[config.mk]
export PLATFORM = sky130hd
export DESIGN_NAME = sync_blank_gen
export DESIGN_NICKNAME = d
export VERILOG_FILES = /design/src/rtl/sbg_pkg.sv /design/src/rtl/sbg_hv_sync.sv /design/src/rtl/sbg_csync.sv /design/src/rtl/sbg_blank.sv /design/src/rtl/sync_blank_gen.sv
export SDC_FILE = /design/constraint.sdc
export NUM_CORES = 1
export LEC_CHECK = 0
export BUFFER_PORTS_ARGS = -buffer_cell sky130_fd_sc_hd__buf_2
export CORE_ASPECT_RATIO = 1.75
export CORE_UTILIZATION = 49
export DETAILED_ROUTE_END_ITERATION = 12
export PLACE_DENSITY = 0.92
export SYNTH_ARGS = -nofsm -noshare
export SYNTH_HDL_FRONTEND = slang
export SYNTH_SLANG_ARGS = --single-unit
[constraint.sdc]
create_clock -name clk -period 1.8 [get_ports clk]
set_clock_uncertainty 0.1 [all_clocks]
set_input_delay 0.27 -clock clk [delete_from_list [all_inputs] [get_ports clk]]
set_output_delay 0.27 -clock clk [all_outputs]
set_load 0.005 [all_outputs]
[src/rtl/sbg_pkg.sv]
package sbg_pkg;
  localparam int SPAN_W = 16;

  // Half-open window test with wrap-around; start == stop gives an empty window
  function automatic logic in_span(input logic [SPAN_W-1:0] x,
                                   input logic [SPAN_W-1:0] a,
                                   input logic [SPAN_W-1:0] b);
    if (a <= b) return (x >= a) && (x < b);
    return (x >= a) || (x < b);
  endfunction

  // Set/reset flop next state, set has priority
  function automatic logic sr_next(input logic cur, input logic set_hit,
                                   input logic clr_hit);
    if (set_hit) return 1'b1;
    if (clr_hit) return 1'b0;
    return cur;
  endfunction

  // Pin level for an active flag; active_high=0 inverts
  function automatic logic pin_level(input logic act, input logic active_high);
    return active_high ? act : ~act;
  endfunction
endpackage

[src/rtl/sbg_hv_sync.sv]
module sbg_hv_sync #(
  parameter int HW = 9,
  parameter int VW = 9
) (
  input  logic          clk,
  input  logic          rst_n,
  input  logic [HW-1:0] hcount,
  input  logic [VW-1:0] vcount,
  input  logic          long_field,
  input  logic [HW-1:0] hs_start,
  input  logic [HW-1:0] hs_stop,
  input  logic [HW-1:0] hcenter,
  input  logic [VW-1:0] vs_start,
  input  logic [VW-1:0] vs_stop,
  output logic          hs_q,
  output logic          vs_q
);
  import sbg_pkg::*;

  logic          hs_set_hit, hs_clr_hit;
  logic [HW-1:0] vedge_pos;
  logic          vedge_hit, vs_set_hit, vs_clr_hit;

  assign hs_set_hit = (hcount == hs_start);
  assign hs_clr_hit = (hcount == hs_stop);
  assign vedge_pos  = long_field ? hcenter : hs_start;
  assign vedge_hit  = (hcount == vedge_pos);
  assign vs_set_hit = vedge_hit && (vcount == vs_start);
  assign vs_clr_hit = vedge_hit && (vcount == vs_stop);

  always_ff @(posedge clk or negedge rst_n) begin
    if (!rst_n) begin
      hs_q <= 1'b0;
      vs_q <= 1'b0;
    end else begin
      hs_q <= sr_next(hs_q, hs_set_hit, hs_clr_hit);
      vs_q <= sr_next(vs_q, vs_set_hit, vs_clr_hit);
    end
  end


  hs_set_chk: assert property (@(posedge clk) disable iff (!rst_n)
    (hcount == hs_start) |=> hs_q);

  hs_clr_chk: assert property (@(posedge clk) disable iff (!rst_n)
    (hcount == hs_stop && hcount != hs_start) |=> !hs_q);

  vs_hold_chk: assert property (@(posedge clk) disable iff (!rst_n)
    !vedge_hit |=> $stable(vs_q));

  vs_set_chk: assert property (@(posedge clk) disable iff (!rst_n)
    (vedge_hit && vcount == vs_start) |=> vs_q);
endmodule

[src/rtl/sbg_csync.sv]
module sbg_csync #(
  parameter int HW = 9
) (
  input  logic          clk,
  input  logic          rst_n,
  input  logic [HW-1:0] hcount,
  input  logic          vs_act,
  input  logic [HW-1:0] hs_start,
  input  logic [HW-1:0] hs_stop,
  input  logic [HW-1:0] hcenter,
  input  logic [HW-1:0] hb_start,
  input  logic [HW-1:0] hb_stop,
  output logic          cs_q
);
  import sbg_pkg::*;

  logic cs_set_hit, cs_clr_hit, ctr_pulse_hit;

  assign ctr_pulse_hit = vs_act && (hcount == hcenter);
  assign cs_set_hit    = (hcount == hs_start) || ctr_pulse_hit;
  assign cs_clr_hit    = vs_act ? ((hcount == hb_start) || (hcount == hb_stop))
                                : (hcount == hs_stop);

  always_ff @(posedge clk or negedge rst_n) begin
    if (!rst_n) cs_q <= 1'b0;
    else        cs_q <= sr_next(cs_q, cs_set_hit, cs_clr_hit);
  end


  cs_ctr_chk: assert property (@(posedge clk) disable iff (!rst_n)
    (vs_act && hcount == hcenter) |=> cs_q);

  cs_clr_chk: assert property (@(posedge clk) disable iff (!rst_n)
    (!vs_act && hcount == hs_stop && hcount != hs_start) |=> !cs_q);
endmodule

[src/rtl/sbg_blank.sv]
module sbg_blank #(
  parameter int HW = 9,
  parameter int VW = 9
) (
  input  logic          clk,
  input  logic          rst_n,
  input  logic [HW-1:0] hcount,
  input  logic [VW-1:0] vcount,
  input  logic [HW-1:0] hb_start,
  input  logic [HW-1:0] hb_stop,
  input  logic [VW-1:0] vb_start,
  input  logic [VW-1:0] vb_stop,
  output logic          cb_q
);
  import sbg_pkg::*;

  localparam int HPAD = SPAN_W - HW;
  localparam int VPAD = SPAN_W - VW;

  logic h_in_blank, v_in_blank;

  assign h_in_blank = in_span({{HPAD{1'b0}}, hcount}, {{HPAD{1'b0}}, hb_start},
                              {{HPAD{1'b0}}, hb_stop});
  assign v_in_blank = in_span({{VPAD{1'b0}}, vcount}, {{VPAD{1'b0}}, vb_start},
                              {{VPAD{1'b0}}, vb_stop});

  always_ff @(posedge clk or negedge rst_n) begin
    if (!rst_n) cb_q <= 1'b0;
    else        cb_q <= h_in_blank | v_in_blank;
  end


  cb_empty_chk: assert property (@(posedge clk) disable iff (!rst_n)
    (hb_start == hb_stop && vb_start == vb_stop) |=> !cb_q);
endmodule

[src/rtl/sync_blank_gen.sv]
module sync_blank_gen #(
  parameter int HW = 9,
  parameter int VW = 9
) (
  input  logic          clk,
  input  logic          rst_n,
  input  logic [HW-1:0] hcount,
  input  logic [VW-1:0] vcount,
  input  logic          interlace_en,
  input  logic          field_odd,
  input  logic [HW-1:0] hs_start,
  input  logic [HW-1:0] hs_stop,
  input  logic [HW-1:0] hcenter,
  input  logic [HW-1:0] hb_start,
  input  logic [HW-1:0] hb_stop,
  input  logic [VW-1:0] vs_start,
  input  logic [VW-1:0] vs_stop,
  input  logic [VW-1:0] vb_start,
  input  logic [VW-1:0] vb_stop,
  input  logic          pol_hs,
  input  logic          pol_vs,
  input  logic          pol_cs,
  input  logic          route_comp,
  input  logic          var_hs_en,
  input  logic          var_vs_en,
  output logic          hsync_pin,
  output logic          vsync_pin,
  output logic          csync_pin,
  output logic          cblank_pin
);
  import sbg_pkg::*;

  logic long_field;
  logic hs_q, vs_q, cs_q, cb_q;
  logic hs_lvl, vs_lvl, cs_lvl;

  assign long_field = interlace_en & field_odd;

  sbg_hv_sync #(.HW(HW), .VW(VW)) u_hv (
    .clk(clk), .rst_n(rst_n), .hcount(hcount), .vcount(vcount),
    .long_field(long_field), .hs_start(hs_start), .hs_stop(hs_stop),
    .hcenter(hcenter), .vs_start(vs_start), .vs_stop(vs_stop),
    .hs_q(hs_q), .vs_q(vs_q));

  sbg_csync #(.HW(HW)) u_cs (
    .clk(clk), .rst_n(rst_n), .hcount(hcount), .vs_act(vs_q),
    .hs_start(hs_start), .hs_stop(hs_stop), .hcenter(hcenter),
    .hb_start(hb_start), .hb_stop(hb_stop), .cs_q(cs_q));

  sbg_blank #(.HW(HW), .VW(VW)) u_bl (
    .clk(clk), .rst_n(rst_n), .hcount(hcount), .vcount(vcount),
    .hb_start(hb_start), .hb_stop(hb_stop), .vb_start(vb_start),
    .vb_stop(vb_stop), .cb_q(cb_q));

  assign hs_lvl = pin_level(hs_q, pol_hs);
  assign vs_lvl = pin_level(vs_q, pol_vs);
  assign cs_lvl = pin_level(cs_q, pol_cs);

  assign hsync_pin  = (var_hs_en || !route_comp) ? hs_lvl : cs_lvl;
  assign vsync_pin  = (var_vs_en || !route_comp) ? vs_lvl : cb_q;
  assign csync_pin  = cs_lvl;
  assign cblank_pin = cb_q;


  route_v_chk: assert property (@(posedge clk) disable iff (!rst_n)
    (route_comp && !var_vs_en) |-> (vsync_pin == cblank_pin));
endmodule

-- After elaboration in Yosys (flattened, before gate mapping)
Cells that the tools add are included.
- magnitude comparators: 6
- muxes and demuxes: 34
- bitwise operators: 5
- equality and inequality tests: 8
- reduce and logical (&&, ||, !) cells: 15
- operator list (cell ; number):
    $eq A9 B9 Y1 ; 8
    $mux W1 ; 33
    $ge A9 B9 Y1 ; 2
    $le A9 B9 Y1 ; 2
    $lt A9 B9 Y1 ; 2
    $mux W9 ; 1
    $logic_or A1 B1 Y1 ; 6
    $reduce_bool A2 Y1 ; 3
    $logic_and A1 B1 Y1 ; 5
    $not A1 Y1 ; 3
    $and A1 B1 Y1 ; 1
    $logic_not A1 Y1 ; 1
    $or A1 B1 Y1 ; 1
- output and inout bits: 4
- flip-flop bits (word level): 4
- logic and storage cells: 72
- input bits: 109

-- Logic depth before layout (Yosys ltp)
Gate-level depths: netlist of run 1.
- depth after elaboration: 8
- depth in mapped cells: 8
- mapped depth without buffers: 8

-- Cells and area by module
A second synthesis of run 1 with hierarchy kept.
- cell total of the unflattened synthesis: 313
- area, all modules: 2585.0 µm²
- modules (own cells, without submodules) (module ; times used ; area each (µm²) ; cells each ; seq. area each (µm²)):
    sbg_blank ; 1 ; 1316.3 ; 165 ; 25.0
    sbg_csync ; 1 ; 614.3 ; 73 ; 25.0
    sbg_hv_sync ; 1 ; 586.8 ; 67 ; 50.0
    sync_blank_gen ; 1 ; 67.6 ; 8 ; 0.0

-- Worst setup path after synthesis of run 1
Ideal clock, no wire load.
- kind: input port to flip-flop
- start: in vcount[0]
- end: reg u_bl.cb_q
- data arrival time: 1.405 ns
- setup time: 0.129 ns
- data required time: 1.571 ns
- slack: 0.166 ns
- cell stages on the path: 8
- cells stage by stage: inv_1 -> ha_1 -> nand2b_1 -> a21o_1 -> a211o_1 -> o2111ai_1 -> o2bb2ai_1 -> nand3_1
- cells in the longest elaborated chain, start to end: 5
- ends and longest elaborated chain (what ; RTL line ; source):
    start: declaration ; sync_blank_gen.sv:8 ; input logic [VW-1:0] vcount,
    $ge A9 B9 Y1 or $lt A9 B9 Y1 (tied branches) ; sbg_pkg.sv:8, sbg_pkg.sv:9 ;
    $logic_and A1 B1 Y1 ; sbg_pkg.sv:8 ; if (a <= b) return (x >= a) && (x < b);
    $mux W1 ; sbg_pkg.sv:8 ;
    $mux W1 (*) ; sbg_pkg.sv:9 ; return (x >= a) || (x < b);
    $or A1 B1 Y1 (*) ; sbg_blank.sv:29 ; else cb_q <= h_in_blank | v_in_blank;
    end signal: assignment ; sbg_blank.sv:29 ;
    end: declaration ; sbg_blank.sv:13 ; output logic cb_q
Every way passes the cells marked *; elsewhere a longest branch is shown, timed or not. The select of a mux whose other input is x is not followed.
A chain may end at the register's enable or synchronous reset.

-- Final worst setup path of run 1
- start: in hcount[4]
- end: reg u_hv.vs_q
- cells in the longest elaborated chain, start to end: 5
- ends and longest elaborated chain (what ; RTL line ; source):
    start: declaration ; sync_blank_gen.sv:7 ; input logic [HW-1:0] hcount,
    $eq A9 B9 Y1 (*) ; sbg_hv_sync.sv:27 ; assign vedge_hit = (hcount == vedge_pos);
    $logic_and A1 B1 Y1 ; sbg_hv_sync.sv:29 ; assign vs_clr_hit = vedge_hit && (vcount == vs_stop);
    $mux W1 ; sbg_pkg.sv:16 ; if (clr_hit) return 1'b0;
    $mux W1, on equally long branches ; sbg_pkg.sv:17, sbg_pkg.sv:16 ;
    $mux W1 or $reduce_bool A2 Y1 (tied branches) ; n/a ;
    end signal: assignment ; sbg_hv_sync.sv:37 ; vs_q <= sr_next(vs_q, vs_set_hit, vs_clr_hit);
    end: declaration ; sbg_hv_sync.sv:16 ; output logic vs_q
Marks and branches as above.

==> out/qor.csv, run 1 <==
metric;value;unit
dp_slack;-0.1151;ns
fmax;593.1;MHz
setup_viol;0;
cts-htree-levels;1;
die_y;85.84;um
fin_hold_ws;0.2616;ns
wl_met3;267;um
finalNonFillerCells;423;
clk_pin_slew;0.03;ns
grt_pass1_vias;2430;
path_cells;buf_2, xnor2_1, nand4_1, nor4_4, mux2i_1, o41ai_2, o41ai_1;
status;complete, no violations;
p_leak;1.548;nW
initial_core_util;50.91;%
via_per_inst;5.619;
finalCritPeriodShare;93.67;%
synth-warning-count;0;
timing.rr.start;u_hv.vs_q;
final_cell_mix;112 x buf_2, 53 x ha_1, 41 x inv_1, 25 x xor2_1, 23 x xnor2_1;
cp_top_family;compound AO/OA/AOI/OAI gates;
numPortBuffers;112;
cp.arrival;1.67;ns
pin_count;113;
drive_gt1_share;34.67;%
final_nets;539;
vdd_drop_max;0.2503;mV
die_w;49.91;um
clock_latency;0.22;ns
post-route-util;70.61;%
highest_layer;met4;
worst-r2r-cell-count;3;
grt_first_pass_wirelength;9549;um
path_depth;7;
rsz0062_at_grt;no;
reg2reg_to;u_cs.cs_q;
grtUsageTotal;28.83;%
cts_sinks;4;
detail-route-antenna-nets;0;
syn-cell-area;0.001968;mm2
route.detailed.drc;0;
worstHoldPathType;input pin to register;
numCtsBuffers;3;
start_kind;input pin;
endpoint;u_hv.vs_q;
drtPass1Iterations;4;
fin_setup_tns;0;ns
path_max_fanout;5;
fin_area;0.002730;mm2
rows;30;
hold_viol;0;
syn_to_final_growth;38.72;%
setup_slack;0.1140;ns
maxSlewHeadroom;65.33;%
r2r_setup_slack;0.86;ns
wirelength;6160;um
clockBufferDepth;2;
crit_buf_inv;1;
cellPowerDensity;335.2;mW/mm2
grt_start_max_net_pins;6;
place_congestion;0.9499;
placedCellCount;419;
totalPowerFinal;0.9151;mW
final_common_cell;buf_2;
startpoint;hcount[4];
ys_types;33;
place_area;0.002671;mm2
num_antenna_cells;0;
post_cts_buffers;0;
core;0.003866;mm2
wire_per_inst;14.56;um
syn_nets;410;
hold_depth;4;
root_buffer;clkbuf_8;
crit_path_end_kind;register;
post-dp-hpwl;5621;um
synth_area_per_cell;7.936;um2
path_class;input pin to register;
m1WireLength;1875;um
cp.required;1.79;ns
die_area;0.004284;mm2
ys_seq_area_share;5.086;%
slowest_delay;0.35;ns
final_max_slew_viol_count;0;
cap_violations;0;
drtIter0Drc;32;
vias;2377;
overflow;0;
post-route-min-period;1.686;ns
synthCells;248;
tightest_slew;0.5153;ns
ys_ff_latch;4;
wl_met2;3627;um
slowest_stage;o41ai_2;
antenna_found_initial;0;
cts_tree;done;
-- report_power, final --
group / leakage (nW) / internal (mW) / switching [mW] / total, mW
clock network: 0.0216 / 0.142 / 0.0440 / 0.186
logic: 1.47 / 0.309 / 0.306 / 0.614
registers: 0.0520 / 0.104 / 0.0105 / 0.114
total: 1.55 / 0.555 / 0.360 / 0.915
-- worst reg2reg max path, delay by kind of cell (launching register included) --
| family | cells | cell delay [ns] |
|---|---|---|
| AOI/OAI and AO/OA | 2 | 0.23 |
| buffers and inverters | 1 | 0.07 |
| DFF | 1 | 0.41 |
-- registers in the layout, summed over array words and instances (netlist names) --
register / cells
u_hv.vs_q: 1
u_hv.hs_q: 1
u_bl.cb_q: 1
u_cs.cs_q: 1
-- how the worst min path moves through the flow --
stage                            from         to  slack, ns
after CTS                 vs_start[6]  u_hv.vs_q       0.26
after detailed placement        rst_n  u_cs.cs_q      -0.02
after global routing      vs_start[6]  u_hv.vs_q       0.29
final                     vs_start[6]  u_hv.vs_q       0.26
after floorplan                 rst_n  u_bl.cb_q      -0.13
after global placement          rst_n  u_hv.hs_q      -0.02
-- Yosys cell counts (all sizes together) --
cell,count,area share [%]
xor2,25,11
o31ai,1,0.38
nand4,11,3.5
mux2i,1,0.51
o2bb2ai,1,0.45
a21oi,17,4.3
nand2,5,0.95
nor3,5,1.3
xnor2,23,10
o22ai,1,0.32
o211ai,2,0.76
a211o,1,0.45
o21ai,13,3.3
nor4,5,2.7
a22oi,1,0.38
nand2b,4,1.3
inv,41,7.8
o41ai,2,0.89
o31a,1,0.45
o2111ai,1,0.45
nand3,5,1.3
a21o,8,3.1
nor2b,3,0.95
a211oi,3,1.1
ha,53,34
a221oi,2,0.89
and4,2,0.89
a31oi,1,0.32
nor2,6,1.1
dfrtp,4,5.1
-- layer usage --
metal	vias up	track usage, %
met1	1096	21.66
met3	33	3.191
li1	1139	-
met2	109	61.55
met4	0	20.52
met5	-	0
-- repair_timing --
action                                  4_1_cts  5_1_grt
endpoints found under the hold margin         4        0
endpoints found under the setup margin        0        1
resized for setup                             0        1
hold buffers                                  1        0
-- cell families after synthesis --
| family | after synthesis | share of synthesized area, % |
|---|---|---|
| AOI/OAI and AO/OA | 55 | 17.61 |
| xor gates and xnor gates | 48 | 21.36 |
| adders and majority gates | 53 | 33.69 |
| buffers and inverters | 41 | 7.820 |
| DFF | 4 | 5.086 |
| muxes | 1 | 0.5086 |
| and+or+nand+nor | 46 | 13.92 |
-- final cells by class --
class                      instances  area (um2)
inverter                          41       153.9
clock buffer                       3       41.29
timing repair buffer             124       653.1
fill                             320        1136
sequential                         4       100.1
multi-input combinational        203        1722
tap                               48       60.06
Note: power is estimated with default switching activity, not from simulation.
==> run 2: changes to the inputs <==
- SETUP_SLACK_MARGIN: default -> 0.5
==> run 2 against run 1 <==
Compared with the run above: power increased by 26%; wire length increased by 41%; sequential power about the same; worst hold slack improved by 0.038 ns; combinational power increased by 37%; first-iteration DRC count increased by 150%; global-route usage increased by 2.1 points; count of clock-buffer cells in the layout unchanged; cell count increased by 0.47%; register-to-register slack got worse by 0.21 ns; non-clock buffer count increased by 2; die area unchanged; critical endpoint unchanged; largest cell class unchanged.
==> out/qor.csv, run 2 (synthesis gave the netlist of run 1 again) <==
metric;value;unit;change
status;complete, no violations;;
overflow;0;;unchanged
hold_path_startpoint;vs_start[1];;
fmax;597.7;MHz;+0.78%
p_leak;1.626;nW;+5.0%
grt_start_max_net_pins;6;;unchanged
final_cell_mix;95 x buf_2, 33 x ha_1, 26 x inv_1, 21 x xor2_1, 21 x xnor2_1;;
tightest_slew;0.3897;ns;-0.1257 ns
numCtsBuffers;3;;unchanged
pin_count;113;;unchanged
cp.arrival;1.66;ns;about the same
slowest_stage;nand4_1;;
root_buffer;clkbuf_8;;
timing.rr.start;u_hv.vs_q;;
path_depth;7;;unchanged
setup_viol;0;;unchanged
drive_gt1_share;53.05;%;+18 points
nFillCells;203;;-37%
grtUsageTotal;30.90;%;+2.1 points
cap_violations;0;;unchanged
numPortBuffers;112;;unchanged
final_nets;541;;+0.37%
reg2reg_to;u_cs.cs_q;;
clockBufferDepth;2;;unchanged
rsz0062_at_grt;yes;;
vias;2545;;+7.1%
slowest_delay;0.27;ns;-0.08 ns
post-dp-hpwl;5522;um;-1.8%
placedCellCount;415;;-0.95%
dp_slack;-0.07726;ns;+0.03787 ns
worstHoldPathType;input pin to register;;
syn_to_final_growth;67.26;%;
final_common_cell;buf_2;;
r2r_setup_slack;0.65;ns;-0.21 ns
clk_pin_slew;0.03;ns;about the same
cp.required;1.79;ns;about the same
totalPowerFinal;1.151;mW;+26%
die_y;85.84;um;unchanged
worst-r2r-cell-count;5;;+2
vdd_drop_max;0.3430;mV;+37%
core;0.003866;mm2;unchanged
path_cells;buf_6, xnor2_1, nand4_1, nor4_4, mux2i_1, o41ai_2, o41ai_1;;
via_per_inst;5.988;;+6.6%
drtIter0Drc;79;;+150%
crit_buf_inv;1;;unchanged
fin_hold_ws;0.2992;ns;+0.03765 ns
cts_tree;done;;
drtPass1Iterations;4;;unchanged
setup_slack;0.1270;ns;+0.01302 ns
finalNonFillerCells;425;;+0.47%
cellPowerDensity;349.7;mW/mm2;+4.3%
endpoint;u_hv.vs_q;;
crit_path_end_kind;register;;
startpoint;hcount[0];;
num_antenna_cells;0;;unchanged
hold_viol;0;;unchanged
detail-route-antenna-nets;0;;unchanged
clock_latency;0.22;ns;about the same
grt_first_pass_wirelength;10120;um;+6.0%
finalCritPeriodShare;92.95;%;-0.72 points
die_w;49.91;um;unchanged
start_kind;input pin;;
wire_per_inst;20.37;um;+40%
maxSlewHeadroom;73.75;%;+8.4 points
cts-htree-levels;1;;unchanged
path_max_fanout;4;;-1
grt_pass1_vias;2484;;+2.2%
die_area;0.004284;mm2;unchanged
path_class;input pin to register;;
rows;30;;unchanged
post-route-min-period;1.673;ns;-0.01302 ns
cts_sinks;4;;unchanged
wirelength;8656;um;+41%
cp_top_family;simple AND/OR/NAND/NOR gates;;
route.detailed.drc;0;;unchanged
antenna_found_initial;0;;unchanged
place_congestion;0.8702;;-8.4%
initial_core_util;50.91;%;unchanged
final_max_slew_viol_count;0;;unchanged
-- run 2: cell count changes in the layout (fill, tap and decap cells not counted), sizes merged --
cell,change
buf,+2
-- run 2: area by class of cell --
type	count	area (um2)	share of cell area [%]
Inverter	41	161.4	4.903
Timing Repair Buffer	126	775.7	23.57
Multi-Input combinational cell	203	2153	65.41
Clock buffer	3	41.29	1.254
Tap cell	48	60.06	1.824
Sequential cell	4	100.1	3.041
-- run 2: stage by stage --
step,util (%),setup TNS (ns),instance area [um2]
global placement,71.68,0,2771
finish,85.15,0,3292
global route,85.15,0,3292
floorplan,-,0,2098
detailed placement,71.68,-0.07726,2771
CTS,75.24,0,2909
-- run 2: how the worst min path moves through the flow --
| stage | to | slack (ns) | cells after the start |
|---|---|---|---|
| 4_1_cts | u_hv.vs_q | 0.26 | 4 |
| 2_1_floorplan | u_bl.cb_q | -0.13 | 0 |
| 5_1_grt | u_hv.vs_q | 0.32 | 2 |
| 6_report | u_hv.vs_q | 0.30 | 4 |
| 3_5_place_dp | u_cs.cs_q | -0.02 | 1 |
| 3_3_place_gp | u_hv.vs_q | -0.02 | 1 |
-- run 2: routing by layer --
layer / up-vias / global-route usage, % / part of all wire [%]
li1: 1143 / - / -
met1: 1166 / 24.17 / 31
met2: 174 / 66.46 / 53
met3: 62 / 3.723 / 7.2
met4: 0 / 18.18 / 9.6
met5: - / 0 / 0
-- run 2: repair_timing --
item | in CTS | in global routing
hold endpoints to repair | 4 | 0
pin swaps | 10 | 27
setup endpoints to repair | 6 | 7
setup buffers | 3 | 3
resized for setup | 18 | 79
hold buffers | 1 | 0
-- run 2: power breakdown --
part	internal (mW)	total, mW	switching, mW
Combinational	0.414	0.840	0.426
Clock	0.143	0.195	0.0520
Sequential	0.104	0.116	0.0124
Total	0.660	1.15	0.491
-- run 2: worst min-delay path: cells and delay by family --
family                    cells  cell delay (ns)
AOI/OAI and AO/OA             1             0.08
xor gates and xnor gates      1             0.05
buffers and inverters         1             0.08
and+or+nand+nor               1             0.09
